--- src/rtl/ddr2dec_pkg.sv ---
package ddr2dec_pkg;

  typedef enum logic [3:0] {
    CMD_NONE     = 4'd0,
    CMD_DESELECT = 4'd1,
    CMD_NOP      = 4'd2,
    CMD_MODE     = 4'd3,
    CMD_EXTMODE  = 4'd4,
    CMD_REFRESH  = 4'd5,
    CMD_SR_ENTER = 4'd6,
    CMD_SR_EXIT  = 4'd7,
    CMD_PRE_ONE  = 4'd8,
    CMD_PRE_ALL  = 4'd9,
    CMD_ACTIVATE = 4'd10,
    CMD_READ     = 4'd11,
    CMD_WRITE    = 4'd12,
    CMD_PD_ENTER = 4'd13,
    CMD_PD_EXIT  = 4'd14,
    CMD_ILLEGAL  = 4'd15
  } cmd_e;

  typedef enum logic [1:0] {
    PWR_ACTIVE = 2'd0,
    PWR_DOWN   = 2'd1,
    PWR_SELF   = 2'd2
  } pwr_e;

  localparam int unsigned AP_BIT = 10;
  localparam int unsigned COL_W  = 10;

endpackage

--- src/rtl/ddr2dec_cke_history.sv ---
module ddr2dec_cke_history (
  input  logic clk,
  input  logic rst_n,
  input  logic cke,
  output logic cke_prev
);

  logic prev_d;

  always_comb begin
    prev_d = cke;
  end

  always_ff @(posedge clk or negedge rst_n) begin
    if (!rst_n) begin
      cke_prev <= 1'b1;
    end else begin
      cke_prev <= prev_d;
    end
  end

endmodule

--- src/rtl/ddr2dec_classify.sv ---
module ddr2dec_classify
  import ddr2dec_pkg::*;
#(
  parameter int unsigned BANK_W = 2,
  parameter int unsigned ADDR_W = 14
) (
  input  logic              cke_prev,
  input  logic              cke,
  input  logic              cs_n,
  input  logic              ras_n,
  input  logic              cas_n,
  input  logic              we_n,
  input  logic [BANK_W-1:0] ba,
  input  logic [ADDR_W-1:0] addr,
  input  pwr_e              pwr_now,
  output cmd_e              cmd_d,
  output logic [BANK_W-1:0] bank_d,
  output logic [ADDR_W-1:0] addr_d,
  output logic              ap_d
);

  logic [2:0] strobes;
  logic       steady_hi;
  logic       falling;
  logic       rising;
  logic       idle_pat;
  logic       refresh_pat;

  always_comb begin
    strobes     = {ras_n, cas_n, we_n};
    steady_hi   = cke_prev & cke;
    falling     = cke_prev & ~cke;
    rising      = ~cke_prev & cke;
    idle_pat    = cs_n | (strobes == 3'b111);
    refresh_pat = ~cs_n & (strobes == 3'b001);
  end

  always_comb begin
    cmd_d  = CMD_NONE;
    bank_d = '0;
    addr_d = '0;
    ap_d   = 1'b0;
    if (steady_hi) begin
      if (cs_n) begin
        cmd_d = CMD_DESELECT;
      end else begin
        unique case (strobes)
          3'b000: begin
            cmd_d  = ba[0] ? CMD_EXTMODE : CMD_MODE;
            bank_d = ba;
            addr_d = addr;
          end
          3'b001: cmd_d = CMD_REFRESH;
          3'b010: begin
            if (addr[AP_BIT]) begin
              cmd_d = CMD_PRE_ALL;
            end else begin
              cmd_d  = CMD_PRE_ONE;
              bank_d = ba;
            end
          end
          3'b011: begin
            cmd_d  = CMD_ACTIVATE;
            bank_d = ba;
            addr_d = addr;
          end
          3'b100, 3'b101: begin
            cmd_d  = strobes[0] ? CMD_READ : CMD_WRITE;
            bank_d = ba;
            addr_d = ADDR_W'(addr[COL_W-1:0]);
            ap_d   = addr[AP_BIT];
          end
          3'b110: cmd_d = CMD_ILLEGAL;
          default: cmd_d = CMD_NOP;
        endcase
      end
    end else if (falling) begin
      if (idle_pat) begin
        cmd_d = CMD_PD_ENTER;
      end else if (refresh_pat) begin
        cmd_d = CMD_SR_ENTER;
      end else begin
        cmd_d = CMD_ILLEGAL;
      end
    end else if (rising) begin
      if (idle_pat) begin
        cmd_d = (pwr_now == PWR_SELF) ? CMD_SR_EXIT : CMD_PD_EXIT;
      end else begin
        cmd_d = CMD_ILLEGAL;
      end
    end
  end

endmodule

--- src/rtl/ddr2dec_pwr_track.sv ---
module ddr2dec_pwr_track
  import ddr2dec_pkg::*;
(
  input  logic clk,
  input  logic rst_n,
  input  cmd_e cmd_d,
  output pwr_e pwr_q
);

  pwr_e pwr_d;

  always_comb begin
    pwr_d = pwr_q;
    case (cmd_d)
      CMD_PD_ENTER:             pwr_d = PWR_DOWN;
      CMD_SR_ENTER:             pwr_d = PWR_SELF;
      CMD_PD_EXIT, CMD_SR_EXIT: pwr_d = PWR_ACTIVE;
      default:                  pwr_d = pwr_q;
    endcase
  end

  always_ff @(posedge clk or negedge rst_n) begin
    if (!rst_n) begin
      pwr_q <= PWR_ACTIVE;
    end else begin
      pwr_q <= pwr_d;
    end
  end

endmodule

--- src/rtl/ddr2_cmd_decoder.sv ---
module ddr2_cmd_decoder
  import ddr2dec_pkg::*;
#(
  parameter int unsigned BANK_W = 2,
  parameter int unsigned ADDR_W = 14
) (
  input  logic              clk,
  input  logic              rst_n,
  input  logic              cke,
  input  logic              cs_n,
  input  logic              ras_n,
  input  logic              cas_n,
  input  logic              we_n,
  input  logic [BANK_W-1:0] ba,
  input  logic [ADDR_W-1:0] addr,
  output logic [3:0]        cmd,
  output logic [BANK_W-1:0] cmd_bank,
  output logic [ADDR_W-1:0] cmd_addr,
  output logic              auto_pre,
  output logic              illegal,
  output logic [1:0]        pwr_state
);

  logic              cke_prev;
  pwr_e              pwr_q;
  cmd_e              cmd_d;
  logic [BANK_W-1:0] bank_d;
  logic [ADDR_W-1:0] addr_d;
  logic              ap_d;
  logic              ill_d;

  cmd_e              cmd_q;
  logic [BANK_W-1:0] bank_q;
  logic [ADDR_W-1:0] addr_q;
  logic              ap_q;
  logic              ill_q;

  ddr2dec_cke_history u_hist (
    .clk      (clk),
    .rst_n    (rst_n),
    .cke      (cke),
    .cke_prev (cke_prev)
  );

  ddr2dec_classify #(
    .BANK_W (BANK_W),
    .ADDR_W (ADDR_W)
  ) u_class (
    .cke_prev (cke_prev),
    .cke      (cke),
    .cs_n     (cs_n),
    .ras_n    (ras_n),
    .cas_n    (cas_n),
    .we_n     (we_n),
    .ba       (ba),
    .addr     (addr),
    .pwr_now  (pwr_q),
    .cmd_d    (cmd_d),
    .bank_d   (bank_d),
    .addr_d   (addr_d),
    .ap_d     (ap_d)
  );

  ddr2dec_pwr_track u_pwr (
    .clk   (clk),
    .rst_n (rst_n),
    .cmd_d (cmd_d),
    .pwr_q (pwr_q)
  );

  always_comb begin
    ill_d = (cmd_d == CMD_ILLEGAL);
  end

  always_ff @(posedge clk or negedge rst_n) begin
    if (!rst_n) begin
      cmd_q  <= CMD_NONE;
      bank_q <= '0;
      addr_q <= '0;
      ap_q   <= 1'b0;
      ill_q  <= 1'b0;
    end else begin
      cmd_q  <= cmd_d;
      bank_q <= bank_d;
      addr_q <= addr_d;
      ap_q   <= ap_d;
      ill_q  <= ill_d;
    end
  end

  assign cmd       = cmd_q;
  assign cmd_bank  = bank_q;
  assign cmd_addr  = addr_q;
  assign auto_pre  = ap_q;
  assign illegal   = ill_q;
  assign pwr_state = pwr_q;

endmodule

--- config.mk ---
export PLATFORM = sky130hd
export DESIGN_NAME = ddr2_cmd_decoder
export DESIGN_NICKNAME = d
export VERILOG_FILES = /design/src/rtl/ddr2dec_pkg.sv /design/src/rtl/ddr2dec_cke_history.sv /design/src/rtl/ddr2dec_classify.sv /design/src/rtl/ddr2dec_pwr_track.sv /design/src/rtl/ddr2_cmd_decoder.sv
export SDC_FILE = /design/constraint.sdc
export NUM_CORES = 1
export LEC_CHECK = 0
export ABC_AREA = 0
export BUFFER_PORTS_ARGS = -buffer_cell sky130_fd_sc_hd__buf_2
export CAP_MARGIN = 20
export CORE_MARGIN = 2
export CORE_UTILIZATION = 44
export CTS_BUF_LIST = sky130_fd_sc_hd__clkbuf_8
export CTS_CLUSTER_DIAMETER = 150
export DETAILED_ROUTE_END_ITERATION = 6
export HOLD_SLACK_MARGIN = 0.12
export PLACE_DENSITY = 0.83
export SLEW_MARGIN = 20
export SYNTH_ARGS = -nofsm -noshare
export SYNTH_HDL_FRONTEND = slang
export SYNTH_SLANG_ARGS = --single-unit
--- constraint.sdc ---
create_clock -name clk -period 1.9 [get_ports clk]
set_input_delay 0.19 -clock clk [delete_from_list [all_inputs] [get_ports clk]]
set_output_delay 0.19 -clock clk [all_outputs]
set_load 0.02 [all_outputs]
==> results.cfg, run 1 <==
[yosys]
synthAdderAreaFrac_pct = 3.29
synth_top_family_by_area = simple AND/OR/NAND/NOR gates
yosysTopAreaCell = dfrtp_1
synth_top_cell_area_share_pct = 52.6
synth_xor_area_share_pct = 0
synth_area_leaders = dfrtp_1, and2_1, ha_1
netlist_instances = 105
synth-compound-area-share_pct = 15.6
yosys.area_share.simple_pct = 20.2
synthArstFlopShare_pct = 100
ys_warn_count = 0
synth.distinct_cells = 33
ys_seq_area_share_pct = 54.9
synth_edf_count = 0
synth_mux_area_share_pct = 0.877
netlist_area_mm2 = 0.00114
synth_nets = 131
synth_ff_type = dfrtp_1
ys_ff_latch = 25
syn-mean-instance-area_um2 = 10.9

[global_routing]
antenna_found_initial = 0
grt_pass1_vias = 869
gr-total-overflow = 0
grt_max_degree = 26
grt_pass1_wl_um = 3650
grt_usage_pct = 17.2

[routing]
initialDrtViolationCount = 6
dr.pass1.iters = 4
drc = 0
drtAntennaViolNets = 0
via_count = 936
wl_um = 2420
viasPerCell = 5.06
wl_per_cell_um = 13.1

[clock_tree]
post-cts-setup-buffers = 0
clkSinkCount = 25
clk_pin_slew_worst_paths_ns = 0.08
cts_buffer_depth = 2
cts_tree = yes
h-tree-depth = 1
cts_made_buffers = 3
clock_latency_ns = 0.26
root_buffer = clkbuf_8

[setup_path]
rrSetupSlack_ns = 0.12
arrival_ns = 1.96
cpLargestDelayFamily = compound AO/OA/AOI/OAI gates
crit_type = flip-flop to flip-flop
cp.required_ns = 2.09
critPathMaxStageDelay_ns = 0.58
start_kind = flip-flop
path_buf_inv = 1
rr_worst_depth = 6
r2r-end = u_pwr.pwr_q[1]
rr_startpoint = u_hist.cke_prev
critPathCaptureType = flip-flop
cp_cell_sequence = ha_4 -> mux2i_1 -> o32a_1 -> inv_1 -> o31a_1 -> o221ai_2
critPathMaxFanout = 6
slowest_stage = dfstp_2

[power]
leakagePower_nw = 0.810
power_mw = 1.19
power_density_mw_per_mm2 = 793
p_sw_mw = 0.356
swShare_pct = 29.9
power_frac_clock_pct = 25.4
p_comb_share_pct = 23.6
p_int_mw = 0.835
ir_drop_v = 0.000596
seq_power_share_pct = 51.0

[die]
num_io_pins = 47
initial_core_util_pct = 46.1
core_mm2 = 0.00248
die-height_um = 54.9
dieArea_mm2 = 0.00302
row_count = 18
fp.dieW_um = 54.9

[timing]
rsz0062_at_grt = false
whs_ns = 0.128
slew_headroom_pct = 64.5
final.setup.tns_ns = 0
drv_slew = 0
setup_viol = 0
worst_pin_slew_ns = 0.533
clock_skew_ns = 0.00168
max_freq_ghz = 0.562
hold_viol = 0
finalCritPeriodShare_pct = 93.6
fin_crit_ns = 1.78

[finish]
fin_cells = 185
multiInputGateArea_um2 = 480
register_area_um2 = 627
diodes = 0
fillers = 223
fin_nets = 182
drive_above_1_share_pct = 40.6
syn_to_final_growth_pct = 31.6

[placement]
port_buffers = 46
placedCellCount = 179
hpwl_um = 1850
gp_congestion = 0.861

[worst_hold_path]
hp-class = primary input to flip-flop
whs_path_depth = 2
hp-start = addr[1]
hold_path_end = cmd_addr[1]

[run_status]
status = completed

[run]
drv_cap = 0
==> synth_stat cells, drive strengths merged, types with 2 or more instances <==
cell type,count
dfrtp,24
and2,14
inv,10
o21ai,6
a21oi,5
nand2,4
nor2b,4
clkbuf,3
ha,3
nor2,3
nor3,3
and3,2
buf,2
nand2b,2
o211ai,2
o21a,2
o221ai,2
==> layout make-up <==
type / count / area share, %
Inverter: 10 / 2.50
Clock buffer: 3 / 2.75
Tap cell: 30 / 2.50
Clock inverter: 1 / 0.333
Sequential cell: 25 / 41.7
Timing Repair Buffer: 51 / 18.2
Multi-Input combinational cell: 65 / 32.0
==> state kept, by name (all words and copies together) (netlist names) <==
| name | flops |
|---|---|
| auto_pre | 1 |
| cmd | 4 |
| cmd_addr | 14 |
| cmd_bank | 2 |
| illegal | 1 |
| u_hist.cke_prev | 1 |
| u_pwr.pwr_q | 2 |
==> worst reg2reg max path: cells and delay by family (launching register included) <==
kind | cells | cell delay (ns)
AOI/OAI and AO/OA | 3 | 0.66
DFF | 1 | 0.58
muxes | 1 | 0.21
adders and majority gates | 1 | 0.17
buffers and inverters | 1 | 0.09
==> power groups by stage <==
stage / Sequential (mW) / Combinational (mW) / Clock, mW
after floorplan: 0.657 / 0.125 / 0
after global placement: 0.612 / 0.264 / 0
after detailed placement: 0.618 / 0.272 / 0
after CTS: 0.608 / 0.277 / 0.311
after global routing: 0.614 / 0.311 / 0.344
final: 0.608 / 0.281 / 0.303
==> placed cells by master (no fill, tap or decap), types with 2 or more instances in the layout <==
master and count:
buf_2 46, dfrtp_1 24, and2_1 14, inv_1 10, o21ai_0 6, a21oi_1 5
nor2b_1 4, nand2_1 4, nor3_1 3, nor2_1 3, clkbuf_8 3, buf_4 3
nand2b_1 2, o21a_1 2, o211ai_1 2, ha_1 2, dlygate4sd3_1 2
==> through the flow <==
step	utilization, %	area (um2)	setup WS, ns
after floorplan	-	1140	0.0114
after global placement	56.9	1410	0.118
after detailed placement	56.9	1410	0.0669
after CTS	59.6	1480	0.00969
after global routing	60.6	1500	0.0189
final	60.6	1500	0.122
==> per-layer routing <==
metal / up-vias / track usage (%) / wire length (um)
met5: - / 0 / 0
met1: 442 / 20.3 / 986
li1: 456 / - / -
met3: 2 / 3.76 / 192
met4: 0 / 5.69 / 8
met2: 36 / 31.0 / 1240
==> what timing repair did <==
action / 4_1_cts / 5_1_grt
resized for setup: 0 / 4
hold buffers: 2 / 0
setup endpoints to repair: 0 / 6
endpoints found under the hold margin: 25 / 0
==> cell families after synthesis <==
| kind of cell | count (synthesis) |
|---|---|
| flops | 25 |
| buf+inv | 15 |
| compound gates | 24 |
| mux | 1 |
| simple gates | 37 |
| fa+ha+maj | 3 |
==> how the worst max path moves through the flow <==
stage | start | endpoint | slack [ns] | cells after the start
6_report | u_hist.cke_prev | u_pwr.pwr_q[1] | 0.12 | 6
5_1_grt | u_hist.cke_prev | u_pwr.pwr_q[1] | 0.02 | 7
3_5_place_dp | u_hist.cke_prev | u_pwr.pwr_q[1] | 0.07 | 6
4_1_cts | u_hist.cke_prev | cmd_addr[13] | 0.01 | 5
3_3_place_gp | u_hist.cke_prev | u_pwr.pwr_q[1] | 0.12 | 6
2_1_floorplan | u_hist.cke_prev | u_pwr.pwr_q[1] | 0.01 | 7
Note: power is estimated with default switching activity, not from simulation.
==> run 2, diff against run 1 <==
- SETUP_SLACK_MARGIN: unset -> 0.2
==> run 2 against run 1 <==
  * Worst setup slack gained 0.043 ns
  * Non-clock buffer count grew 4
  * Largest cell class unchanged
  * Critical endpoint unchanged
  * Flip-flop and latch count is the same
==> results.cfg, run 2 (synthesis gave the netlist of run 1 again) <==
[finish]
fin_nets = 186
final_common_cell = buf_2
fillers = 214
finish.utilization_pct = 63.4
largest_reg_flops = 14
design_area_mm2 = 0.00157
final_cell_mix = buf_2, dfrtp_1, and2_1
syn_to_final_growth_pct = 37.7
drive_above_1_share_pct = 47.8
diodes = 0

[die]
num_io_pins = 47
dieArea_mm2 = 0.00302
initial_core_util_pct = 46.1
core_mm2 = 0.00248
die-height_um = 54.9
fp.dieW_um = 54.9
row_count = 18

[timing]
max_freq_ghz = 0.576
final.setup.tns_ns = 0
rsz0062_at_grt = true
clock_skew_ns = 0.00316
drv_slew = 0
worst_pin_slew_ns = 0.539
hold_viol = 0
slew_headroom_pct = 64.1
fin_crit_ns = 1.74
finalCritPeriodShare_pct = 91.3
setup_viol = 0
setup_ws_ns = 0.165
whs_ns = 0.124

[clock_tree]
clk_pin_slew_worst_paths_ns = 0.08
cts_tree = yes
cts_made_buffers = 3
h-tree-depth = 1
clkSinkCount = 25
cts_buffer_depth = 2
root_buffer = clkbuf_8
clock_latency_ns = 0.27

[run_status]
status = completed

[power]
leakagePower_nw = 0.833
ir_drop_v = 0.000484
power_density_mw_per_mm2 = 777

[routing]
drtAntennaViolNets = 0
wl_per_cell_um = 12.8
initialDrtViolationCount = 4
viasPerCell = 5.05
wl_um = 2420
dr.pass1.iters = 4
via_count = 955
drc = 0

[placement]
pre_cts_slack_ns = 0.0921
port_buffers = 46
dpl_cell_area_mm2 = 0.00142
gp_congestion = 0.875
hpwl_um = 1760

[global_routing]
globalRoute.busiestLayer = met2
grt_use_met3_pct = 4.03
grt_pass1_wl_um = 3610
grt_use_met2_pct = 29.8
antenna_found_initial = 0
gr-total-overflow = 0
grt_max_degree = 26
grt_pass1_vias = 856
use_met1_pct = 19.6
grt_usage_pct = 17.5

[worst_hold_path]
hp-start = addr[11]
whs_path_depth = 2
hp-class = primary input to flip-flop
hold_path_end = cmd_addr[11]

[run]
drv_cap = 0

[setup_path]
start_kind = flip-flop
critPathMaxFanout = 8
rrSetupSlack_ns = 0.16
rr_startpoint = u_hist.cke_prev
rr_worst_depth = 6
cp.required_ns = 2.09
arrival_ns = 1.92
crit_type = flip-flop to flip-flop
critPathCaptureType = flip-flop
r2r-end = u_pwr.pwr_q[1]
==> run 2: cell types whose count changed in the layout (fill, tap and decap cells not counted), sizes merged <==
cell / previous run / this run
buf: 49 / 53
clkinv: 1 / 0
inv: 10 / 11
==> run 2: how the worst max path moves through the flow <==
stage               cells past startpoint       startpoint        endpoint
floorplan                               7  u_hist.cke_prev  u_pwr.pwr_q[1]
global placement                        6             we_n  u_pwr.pwr_q[1]
detailed placement                      6             we_n  u_pwr.pwr_q[1]
CTS                                     6  u_hist.cke_prev  u_pwr.pwr_q[1]
global route                            5  u_hist.cke_prev  u_pwr.pwr_q[1]
finish                                  6  u_hist.cke_prev  u_pwr.pwr_q[1]
==> run 2: repair_timing <==
item                                    4_1_cts  5_1_grt
pin swaps                                     0        3
gates resized for setup                       2       11
endpoints found under the setup margin        7        7
hold buffers                                  2        0
endpoints found under the hold margin        25        0
buffers inserted                              0        5
==> run 2: where the power goes <==
part	internal, mW	switching (mW)
clock network	0.145	0.157
registers	0.571	0.0377
logic	0.138	0.173
total	0.853	0.368
==> run 2: worst max-delay path, cell delays in order (launching register included) <==
cell and delay (ns):
dfstp_2 0.57, ha_4 0.19, mux2i_1 0.20, o32a_1 0.22, inv_2 0.07, o31a_1 0.24, o221ai_2 0.16
==> run 2: cell type report <==
class	count	area, um2	share of cell area, %
clock buffer	3	41.3	2.63
clock inverter	1	3.75	0.239
inverter	10	37.5	2.39
multi-input combinational	65	522	33.2
sequential	25	627	39.9
tap	30	37.5	2.39
timing repair buffer	55	303	19.3
==> run 2: through the flow <==
| step | power, mW | std cells |
|---|---|---|
| after floorplan | 0.786 | 105 |
| after global placement | 0.882 | 178 |
| after detailed placement | 0.894 | 178 |
| after CTS | 1.20 | 184 |
| after global routing | 1.30 | 189 |
| final | 1.22 | 189 |
==> run 2: layer usage <==
metal / vias to the layer above / wire [um]
li1: 465 / -
met1: 433 / 1040
met2: 49 / 1050
met3: 8 / 237
met4: 0 / 85
met5: - / 0
